File: config.mk
export PLATFORM = sky130hd
export DESIGN_NAME = irq_route_window
export DESIGN_NICKNAME = d
export VERILOG_FILES = /design/src/rtl/iwin_pkg.sv /design/src/rtl/iwin_decode.sv /design/src/rtl/iwin_table.sv /design/src/rtl/irq_route_window.sv
export SDC_FILE = /design/constraint.sdc
export NUM_CORES = 2
export LEC_CHECK = 0
export BUFFER_PORTS_ARGS = -buffer_cell sky130_fd_sc_hd__clkbuf_2
export CAP_MARGIN = 20
export CELL_PAD_IN_SITES_DETAIL_PLACEMENT = 1
export CELL_PAD_IN_SITES_GLOBAL_PLACEMENT = 1
export CORE_AREA = 2 2 354 356
export CTS_CLUSTER_SIZE = 16
export DETAILED_ROUTE_END_ITERATION = 8
export DIE_AREA = 0 0 356 358
export GPL_TIMING_DRIVEN = 0
export PLACE_DENSITY = 0.84
export SETUP_SLACK_MARGIN = 0.05
export SYNTH_ARGS = -nofsm -noshare
export SYNTH_HDL_FRONTEND = slang
export SYNTH_SLANG_ARGS = --single-unit
File: constraint.sdc
create_clock -name clk -period 6 [get_ports clk]
set_input_delay 0.6 -clock clk [delete_from_list [all_inputs] [get_ports clk]]
set_output_delay 0.6 -clock clk [all_outputs]
set_load 0.05 [all_outputs]
File: src/rtl/iwin_pkg.sv
package iwin_pkg;

  localparam logic [7:0] OFF_SELECT = 8'h00;
  localparam logic [7:0] OFF_WINDOW = 8'h10;
  localparam logic [7:0] IDX_ID     = 8'h00;
  localparam logic [7:0] IDX_VER    = 8'h01;
  localparam logic [7:0] IDX_ARB    = 8'h02;
  localparam logic [7:0] ENTRY_BASE = 8'h10;
  localparam int unsigned MASK_BIT  = 16;
  localparam int unsigned RIRR_BIT  = 14;
  localparam logic [63:0] ENTRY_RESET = 64'h0000_0000_0001_0000;

  // Zero-extend a narrow write to 32 bits.
  function automatic logic [31:0] widen(input logic [31:0] d, input logic [1:0] sz);
    case (sz)
      2'd0:    return {24'h0, d[7:0]};
      2'd1:    return {16'h0, d[15:0]};
      default: return d;
    endcase
  endfunction

  // Read-only identification word.
  function automatic logic [31:0] version_word(input int unsigned npins, input logic [7:0] ver);
    return {8'h00, 8'(npins - 1), 8'h00, ver};
  endfunction

  // Lower half as stored after a software write: remote-IRR forced low.
  function automatic logic [31:0] lo_after_write(input logic [31:0] d);
    logic [31:0] r;
    r = d;
    r[RIRR_BIT] = 1'b0;
    return r;
  endfunction

endpackage

File: src/rtl/iwin_decode.sv
module iwin_decode
  import iwin_pkg::*;
#(
  parameter int unsigned ADDR_W = 12,
  parameter int unsigned NPINS  = 24,
  parameter int unsigned PIN_W  = 5
) (
  input  logic              bus_sel,
  input  logic              bus_we,
  input  logic [ADDR_W-1:0] bus_addr,
  input  logic [1:0]        bus_size,
  input  logic [31:0]       bus_wdata,
  input  logic [7:0]        index,
  output logic              wr_select,
  output logic              wr_window,
  output logic              rd_select,
  output logic              rd_window,
  output logic [31:0]       wdata_ext,
  output logic              is_id,
  output logic              is_ver,
  output logic              is_arb,
  output logic              ent_hit,
  output logic [PIN_W-1:0]  ent_pin,
  output logic              ent_hi
);
  logic [7:0] off;
  logic [7:0] rel;
  logic [6:0] ent_num;
  logic       unused_addr_hi;

  assign off            = bus_addr[7:0];
  assign unused_addr_hi = ^bus_addr[ADDR_W-1:8];

  assign wr_select = bus_sel &&  bus_we && (off == OFF_SELECT);
  assign wr_window = bus_sel &&  bus_we && (off == OFF_WINDOW);
  assign rd_select = bus_sel && !bus_we && (off == OFF_SELECT);
  assign rd_window = bus_sel && !bus_we && (off == OFF_WINDOW);
  assign wdata_ext = widen(bus_wdata, bus_size);

  assign is_id  = (index == IDX_ID);
  assign is_ver = (index == IDX_VER);
  assign is_arb = (index == IDX_ARB);

  assign rel     = index - ENTRY_BASE;
  assign ent_num = rel[7:1];
  assign ent_hi  = rel[0];
  assign ent_pin = ent_num[PIN_W-1:0];
  assign ent_hit = (index >= ENTRY_BASE) && ({1'b0, ent_num} < 8'(NPINS));

endmodule

File: src/rtl/iwin_table.sv
module iwin_table
  import iwin_pkg::*;
#(
  parameter int unsigned NPINS = 24,
  parameter int unsigned PIN_W = 5
) (
  input  logic             clk,
  input  logic             rst_n,
  input  logic             wr_en,
  input  logic             wr_hi,
  input  logic [PIN_W-1:0] wr_pin,
  input  logic [31:0]      wr_data,
  input  logic             rirr_set,
  input  logic [PIN_W-1:0] rirr_pin,
  input  logic [PIN_W-1:0] rd_pin,
  input  logic             rd_hi,
  output logic [31:0]      rd_data,
  output logic             mask_chg_valid,
  output logic [PIN_W-1:0] mask_chg_pin,
  output logic             mask_chg_value,
  output logic             reeval_valid,
  output logic [PIN_W-1:0] reeval_pin
);
  logic [NPINS-1:0][63:0] ent_q;
  logic                   cur_mask;
  logic                   mask_flip;
  logic                   rd_in_range;
  logic                   set_in_range;

  for (genvar g = 0; g < NPINS; g++) begin : g_ent
    logic [63:0] q;
    logic        hit_w;
    logic        hit_s;
    assign hit_w = wr_en && (wr_pin == PIN_W'(g));
    assign hit_s = rirr_set && (rirr_pin == PIN_W'(g));
    always_ff @(posedge clk or negedge rst_n) begin
      if (!rst_n) begin
        q <= ENTRY_RESET;
      end else begin
        if (hit_w && wr_hi)  q[63:32] <= wr_data;
        if (hit_w && !wr_hi) q[31:0]  <= lo_after_write(wr_data);
        if (hit_s)           q[RIRR_BIT] <= 1'b1;
      end
    end
    assign ent_q[g] = q;
  end

  assign rd_in_range  = ({1'b0, rd_pin} < (PIN_W+1)'(NPINS));
  assign set_in_range = ({1'b0, rirr_pin} < (PIN_W+1)'(NPINS));
  assign rd_data = !rd_in_range ? '1 :
                   rd_hi ? ent_q[rd_pin][63:32] : ent_q[rd_pin][31:0];

  assign cur_mask  = ent_q[wr_pin][MASK_BIT];
  assign mask_flip = wr_en && !wr_hi && (wr_data[MASK_BIT] != cur_mask);

  always_ff @(posedge clk or negedge rst_n) begin
    if (!rst_n) begin
      mask_chg_valid <= 1'b0;
      mask_chg_pin   <= '0;
      mask_chg_value <= 1'b0;
      reeval_valid   <= 1'b0;
      reeval_pin     <= '0;
    end else begin
      mask_chg_valid <= mask_flip;
      mask_chg_pin   <= wr_pin;
      mask_chg_value <= wr_data[MASK_BIT];
      reeval_valid   <= wr_en;
      reeval_pin     <= wr_pin;
    end
  end


  rirr_clear_chk: assert property (@(posedge clk) disable iff (!rst_n)
    (wr_en && !wr_hi && !(rirr_set && rirr_pin == wr_pin)) |=> !ent_q[$past(wr_pin)][RIRR_BIT]);

  rirr_set_chk: assert property (@(posedge clk) disable iff (!rst_n)
    (rirr_set && set_in_range) |=> ent_q[$past(rirr_pin)][RIRR_BIT]);

  mask_notice_chk: assert property (@(posedge clk) disable iff (!rst_n)
    mask_chg_valid |-> (ent_q[mask_chg_pin][MASK_BIT] == mask_chg_value));

  reeval_pulse_chk: assert property (@(posedge clk) disable iff (!rst_n)
    wr_en |=> (reeval_valid && reeval_pin == $past(wr_pin)));

  reeval_quiet_chk: assert property (@(posedge clk) disable iff (!rst_n)
    !wr_en |=> !reeval_valid);

endmodule

File: src/rtl/irq_route_window.sv
module irq_route_window
  import iwin_pkg::*;
#(
  parameter int unsigned ADDR_W  = 12,
  parameter int unsigned NPINS   = 24,
  parameter logic [7:0]  VERSION = 8'h11,
  localparam int unsigned PIN_W  = $clog2(NPINS)
) (
  input  logic              clk,
  input  logic              rst_n,
  input  logic              bus_sel,
  input  logic              bus_we,
  input  logic [ADDR_W-1:0] bus_addr,
  input  logic [1:0]        bus_size,
  input  logic [31:0]       bus_wdata,
  output logic [31:0]       bus_rdata,
  input  logic              rirr_set,
  input  logic [PIN_W-1:0]  rirr_pin,
  output logic              mask_chg_valid,
  output logic [PIN_W-1:0]  mask_chg_pin,
  output logic              mask_chg_value,
  output logic              reeval_valid,
  output logic [PIN_W-1:0]  reeval_pin
);
  logic [7:0]       index_q;
  logic [3:0]       id_q;
  logic             wr_select, wr_window, rd_select, rd_window;
  logic [31:0]      wdata_ext;
  logic             is_id, is_ver, is_arb, ent_hit, ent_hi;
  logic [PIN_W-1:0] ent_pin;
  logic             tbl_wr_en;
  logic [31:0]      tbl_rdata;
  logic [31:0]      window_rdata;

  iwin_decode #(.ADDR_W(ADDR_W), .NPINS(NPINS), .PIN_W(PIN_W)) u_dec (
    .bus_sel(bus_sel), .bus_we(bus_we), .bus_addr(bus_addr), .bus_size(bus_size),
    .bus_wdata(bus_wdata), .index(index_q),
    .wr_select(wr_select), .wr_window(wr_window), .rd_select(rd_select), .rd_window(rd_window),
    .wdata_ext(wdata_ext), .is_id(is_id), .is_ver(is_ver), .is_arb(is_arb),
    .ent_hit(ent_hit), .ent_pin(ent_pin), .ent_hi(ent_hi)
  );

  assign tbl_wr_en = wr_window && ent_hit;

  iwin_table #(.NPINS(NPINS), .PIN_W(PIN_W)) u_tbl (
    .clk(clk), .rst_n(rst_n),
    .wr_en(tbl_wr_en), .wr_hi(ent_hi), .wr_pin(ent_pin), .wr_data(wdata_ext),
    .rirr_set(rirr_set), .rirr_pin(rirr_pin),
    .rd_pin(ent_pin), .rd_hi(ent_hi), .rd_data(tbl_rdata),
    .mask_chg_valid(mask_chg_valid), .mask_chg_pin(mask_chg_pin), .mask_chg_value(mask_chg_value),
    .reeval_valid(reeval_valid), .reeval_pin(reeval_pin)
  );

  always_ff @(posedge clk or negedge rst_n) begin
    if (!rst_n) begin
      index_q <= '0;
      id_q    <= '0;
    end else begin
      if (wr_select)           index_q <= wdata_ext[7:0];
      if (wr_window && is_id)  id_q    <= wdata_ext[27:24];
    end
  end

  always_comb begin
    if (is_ver)                window_rdata = version_word(NPINS, VERSION);
    else if (is_id || is_arb)  window_rdata = {4'h0, id_q, 24'h0};
    else if (ent_hit)          window_rdata = tbl_rdata;
    else                       window_rdata = '1;
  end

  assign bus_rdata = rd_select ? {24'h0, index_q} :
                     rd_window ? window_rdata : 32'h0;


  index_hold_chk: assert property (@(posedge clk) disable iff (!rst_n)
    !wr_select |=> $stable(index_q));

  id_hold_chk: assert property (@(posedge clk) disable iff (!rst_n)
    !(wr_window && is_id) |=> $stable(id_q));

  other_offset_chk: assert property (@(posedge clk) disable iff (!rst_n)
    !(rd_select || rd_window) |-> (bus_rdata == 32'h0));


  always_comb begin
    if (rst_n && rd_window && !is_id && !is_ver && !is_arb && !ent_hit)
      idx_miss_chk: assert (bus_rdata == 32'hFFFF_FFFF);
  end

endmodule

### Word level (Yosys, flattened, before mapping)

Cells that the tools add are included.

| word-level totals | value |
|---|---|
| register bits | 1,556 |
| bits of input ports | 56 |
| output and inout port bits | 45 |
| word-level logic and storage cells | 331 |

| operators by class | value |
|---|---|
| add/sub/neg operators | 1 |
| magnitude comparators | 4 |
| equality and inequality tests | 51 |
| mux-type cells | 58 |
| reductions and logical operators | 139 |

Operators with widths:

| operator | count |
|---|---|
| 15-bit 2-to-1 mux | 24 |
| 64-bit binary-select mux with 5-bit select | 1 |
| 32-bit 2-to-1 mux | 7 |
| 1-bit logical AND | 107 |
| 5-bit by 4-bit == test with 1-bit output, second input constant | 16 |
| 5-bit == test, second input constant | 16 |
| 64-bit 2-to-1 mux | 1 |
| 32-bit case mux with 2 select lines | 1 |
| 2-bit nonzero test | 24 |
| 5-bit by 3-bit == test with 1-bit output, second input constant | 8 |
| 1-bit 2-to-1 mux | 24 |
| 5-bit by 2-bit == test with 1-bit output, second input constant | 4 |
| 8-bit logical NOT | 2 |
| 5-bit by 1-bit == test with 1-bit output, second input constant | 2 |
| 5-bit logical NOT | 2 |
| 8-bit by 1-bit == test with 1-bit output, second input constant | 1 |
| 8-bit by 2-bit == test with 1-bit output, second input constant | 1 |
| 8-bit by 5-bit == test with 1-bit output, second input constant | 1 |
| 8-bit by 5-bit >= comparator with 1-bit output, second input constant | 1 |
| 8-bit by 5-bit subtractor with 8-bit output, second input constant | 1 |
| 7-bit by 5-bit less-than comparator with 1-bit output, second input constant | 1 |
| 5-bit by 6-bit less-than comparator with 1-bit output, second input constant | 1 |
| 5-bit less-than comparator, second input constant | 1 |
| 2-bit by 1-bit == test with 1-bit output, second input constant | 1 |
| 4 further kinds | 5 |

### Logic depth before layout (Yosys ltp)

| logic depth | value |
|---|---|
| depth in word-level cells | 10 |
| depth in mapped cells | 12 |
| gate-level depth less buffers | 7 |

### Modules after synthesis

From an unflattened synthesis, not the netlist that was laid out.

| second synthesis, totals | value |
|---|---|
| cells, all modules | 4,809 |
| area, all modules | 71,581.2 um2 |

By module, submodules not included:

| module | instances | cells each | area each (um2) | seq. area each (um2) |
|---|---|---|---|---|
| iwin_table | 1 | 4,629 | 70,223.6 | 38,667.1 |
| irq_route_window | 1 | 120 | 947.2 | 300.3 |
| iwin_decode | 1 | 60 | 410.4 | 0.0 |

### Least setup slack after synthesis

OpenSTA, ideal clock, no wires.

| path | value |
|---|---|
| path type | reg2out |
| from | register index_q[4] |
| to | output bus_rdata[27] |
| arrival time | 3,275 ps |
| data required time | 5,400 ps |
| path slack | 2,125 ps |
| cell stages (with the launch flop) | 11 |
| path buffers | 3 |
| cell sequence | dfrtp_1 buf_2 buf_2 inv_2 ha_1 nor2b_1 buf_1 a221oi_1 a31oi_1 a311oi_1 a211oi_1 |

| between the ends | value |
|---|---|
| word-level cells in the longest chain between the ends | 10 |
| elaborated cells between the ends (all ways) | 18 |
| classes of those cells | 1 x add/sub; 3 x order compare; 2 x eq/ne; 9 x mux; 3 x reduce/logical |

RTL lines:

| item | RTL line | text |
|---|---|---|
| from (decl) | irq_route_window.sv:25 | `logic [7:0] index_q;` |
| from (signal assigned) | irq_route_window.sv:59 | `if (wr_select) index_q <= wdata_ext[7:0];` |
| 8-bit by 5-bit subtractor with 8-bit output (*) | iwin_decode.sv:44 | `assign rel = index - ENTRY_BASE;` |
| via ent_pin[3] | irq_route_window.sv:30 | `logic [PIN_W-1:0] ent_pin;` |
| 64-bit binary-select mux with 5-bit select | iwin_table.sv:51 | `rd_hi ? ent_q[rd_pin][63:32] : ent_q[rd_pin][31:0];` |
| 64-bit 2-to-1 mux (implied by the code) | iwin_table.sv:51 |  |
| 32-bit 2-to-1 mux | iwin_table.sv:51 |  |
| 32-bit 2-to-1 mux | iwin_table.sv:50 | `assign rd_data = !rd_in_range ? '1 :` |
| 32-bit 2-to-1 mux (*) | irq_route_window.sv:67 | `else if (ent_hit) window_rdata = tbl_rdata;` |
| 32-bit 2-to-1 mux (*) | irq_route_window.sv:66 | `else if (is_id \|\| is_arb) window_rdata = {4'h0, id_q, 24'h0};` |
| 32-bit 2-to-1 mux (*) | irq_route_window.sv:65 | `if (is_ver) window_rdata = version_word(NPINS, VERSION);` |
| 32-bit 2-to-1 mux (*) | irq_route_window.sv:72 | `rd_window ? window_rdata : 32'h0;` |
| 32-bit 2-to-1 mux (*) | irq_route_window.sv:71 | `assign bus_rdata = rd_select ? {24'h0, index_q} :` |
| to (decl) | irq_route_window.sv:16 | `output logic [31:0] bus_rdata,` |

Mark *: on every way through the listed nets, which the timed path passes. The rest lies on a longest branch. The select of a mux whose other input is x is not followed.

### Worst setup path after layout

| path | value |
|---|---|
| from | register index_q[4] |
| to | output bus_rdata[14] |

The elaborated chain is that of the path after synthesis.

==> impl_metrics.yaml <==
status:
  outcome: "finished, violations left"
  violations: "setup timing"
floorplan:
  die_x_um: 356
  dieArea_um2: 127400
  rows: 129
  start_util_pct: 57.74
  die_h_um: 358
  design.core.area_um2: 123300
  ios: 101
pwr:
  finalPower_mw: 22.26
  netSwitchingFraction_pct: 24.47
  power_density_nw_per_um2: 277.4
  combPwrFrac_pct: 4.9
  peakVddDrop_uv: 340.3
  intPower_mw: 16.82
  leakagePower_nw: 39.03
  p_switching_mw: 5.448
  p_seq_share_pct: 47.4
  clockPowerShare_pct: 47.7
cells_and_area:
  final_util_pct: 65.08
  fill_cells: 10950
  drive_gt1_share_pct: 37.90
  seq_area_um2: 38970
  syn_to_final_growth_pct: 12.71
  final_cell_area_um2: 80250
  final_nets: 5012
  multi_input_area_um2: 29930
detailed_routing:
  firstDrtPassIters: 6
  drt_wl_total_mm: 305.8
  wl_met2_mm: 128.3
  post_drt_wl_per_cell_um: 45.32
  wl_met1_mm: 103.2
  vias: 50920
  top_layer_used: "met5"
  via_per_inst: 7.547
  ant_nets: 0
  drc: 0
  drt-initial-drc-count: 7254
  wl_met3_mm: 42.34
synthesis:
  synthXorXnorAreaFrac_pct: 0
  yosysTopAreaCell: "dfrtp_1"
  syn_nets: 4710
  ys_ff_latch: 1556
  async_flop_share_pct: 100.0
  synth-edff-count: 0
  muxShareOfSynthArea_pct: 36.32
  synth_top_family_by_area: "multiplexers"
  yosys.area_share.simple_pct: 1.706
  synthAdderAreaFrac_pct: 0.01757
  ys_types: 67
  synth_common_cells: "dfrtp_1 (1532), mux2_2 (902), mux2_1 (625)"
  syn_avg_cell_area_um2: 15.30
  yosysWarnings: 0
  synthFlopType: "dfrtp_1"
  yosysMostFrequentCell: "dfrtp_1"
  synth_area_um2: 71200
  synth_compound_area_share_pct: 3.940
  synth_top_area_share_pct: 53.84
  synth_cells: 4653
  yosysSeqAreaShare_pct: 54.73
  synthTopCellsByArea: "dfrtp_1 (54%), mux2_2 (14%), mux2_1 (9.9%)"
timing:
  finalSetupViolations: 25
  slew_headroom_pct: 11.13
  finalHoldViolCount: 0
  slew_violations: 0
  setup_ws_ns: -0.3276
  max_slew.worst_pin.slew_ns: 1.333
  period_minus_slack_ns: 6.328
  fmax_mhz: 158.0
  period_share_pct: 105.5
  rsz0062_at_grt: "true"
  fin_worst_skew_ns: 0.03483
global_routing:
  grt_pass1_vias: 54000
  grt_max_degree: 117
  grt_pass1_wl_mm: 422.4
  overflow: 0
  antenna_found_initial: 28
  grt_usage_pct: 48.45
min_path:
  whs_endpoint: "u_tbl.g_ent[20].q[14]$_DFFE_PN0P_"
  min_from: "rirr_set"
  min_path_cells: 3
  hold_class: "input pin to flip-flop"
clocking:
  clock_latency_ns: 0.84
  cts_buffer_depth: 3
  post_cts_buffers: 0
  cts-root-buf: "clkbuf_16"
  cts_max_level: 4
  cts_tree: "done"
  path_clk_slew_ns: 0.06
  numCtsBuffers: 164
  cts_sinks: 1556
placement:
  place.gp.congestion: 0.9909
  dp_hpwl_mm: 193.1
  port_buffers: 88
  placed_area_um2: 74630
worst_setup_path:
  r2r_slack_ns: 1.00
  r2r_start: "index_q[4]$_DFFE_PN0P_"
  rr_worst_depth: 11
  reg2reg_to: "u_tbl.g_ent[4].q[42]$_DFFE_PN0P_"
  startpoint_type: "flip-flop"
  required_ns: 5.40
  arrival_ns: 5.73
  crit_type: "flip-flop to output pin"
  crit_start: "index_q[4]$_DFFE_PN0P_"
  end_kind: "output pin"
  crit_fanout: 10
flow_run:
  drv_cap: 0
-- power by group through the flow --
stage / clock, mW / combinational (mW) / sequential [mW]
after floorplan: 0 / 0.387 / 10.7
after global placement: 0 / 0.955 / 10.8
after detailed placement: 0 / 1.03 / 10.7
after CTS: 10.5 / 1.04 / 10.6
after global routing: 10.9 / 1.11 / 10.6
final: 10.6 / 1.09 / 10.6
-- how the worst max path moves through the flow --
stage                                                    to  slack (ns)
after floorplan                               bus_rdata[27]        2.13
after global placement    u_tbl.g_ent[14].q[50]$_DFFE_PN0P_      -33.60
after detailed placement                      bus_rdata[14]       -0.09
after CTS                                     bus_rdata[14]        0.02
after global routing                          bus_rdata[14]       -0.04
final                                         bus_rdata[14]       -0.33
-- layout by cell type, fill, tap and decap left out, types with 10 or more instances in the layout --
master     instances
a221oi_1          43
a211oi_1          32
diode_2           18
o21a_1            12
a21oi_1           39
nand3_1           23
nor2_1            15
mux2_2           902
mux2i_1          200
dfstp_2           24
a22oi_1           48
buf_4             49
buf_8             23
clkbuf_8          50
clkbuf_1         246
buf_6             12
and3_1            10
a22o_1            37
nand3_2           13
a31oi_1           14
mux4_2           296
mux2_1           625
clkbuf_2         102
o221ai_1          46
nand2_1           60
and2_1            18
clkbuf_16        169
buf_16            19
clkinv_2          24
nor3_1            14
buf_2            194
dfrtp_1         1532
buf_1             13
nor2b_1           18
o21ai_0           30
-- per-layer routing --
layer	track usage (%)	up-vias
met3	21.08	1629
met5	0.4444	-
met1	57.15	26800
met4	41.13	16
met2	68.17	4467
li1	-	18000
-- area by class of cell --
class	count	area share (%)
clock inverter	44	0.5597
multi-input combinational	2602	37.29
timing repair buffer	137	1.729
buffer	486	2.917
sequential	1556	48.56
clock buffer	259	6.302
tap	1637	2.552
inverter	8	0.03742
antenna	18	0.05613
-- worst max-delay path, stage by stage, from the launching register on --
cell and delay (ns):
dfrtp_1 0.52, buf_2 0.36, buf_2 0.43, inv_2 0.33, ha_1 0.56, clkbuf_4 0.37
clkbuf_4 0.35, clkbuf_1 0.46, buf_8 0.25, a221oi_1 0.08, a211oi_2 0.56, o21a_1 0.28
clkbuf_2 0.29
-- cells by family (layout without fill, tap and decap cells) --
kind of cell    Yosys count  in the layout
other cells               0             18
fa+ha+maj                 1              1
mux                    2023           2023
flops                  1556           1556
simple gates            208            208
buf+inv                 495            934
compound gates          370            370
-- flip-flops by register name, summed over array words and instances, names as in the netlist --
register and flops:
u_tbl.mask_chg_pin 5, id_q 4, u_tbl.g_ent.q 1536, u_tbl.mask_chg_value 1, u_tbl.mask_chg_valid 1, u_tbl.reeval_valid 1, index_q 8
-- per-stage QoR --
step	setup WS, ns	cells	TNS, ns	hold slack, ns
final	-0.3276	6747	-3.805	0.1845
after global placement	-33.60	6378	-	0.3647
after CTS	0.01831	6727	0	0.1636
after floorplan	2.125	4653	0	0.3044
after detailed placement	-0.08919	6424	-0.08919	0.3814
after global routing	-0.03635	6730	-0.03635	0.2110
-- timing repair --
item / in CTS / in global routing
pin swaps: 1 / 1
endpoints found under the hold margin: 32 / 0
hold buffers: 1 / 0
gates cloned: 0 / 0
setup endpoints to repair: 32 / 11
gates resized for setup: 11 / 6
Power figures use the tool's default switching activity.
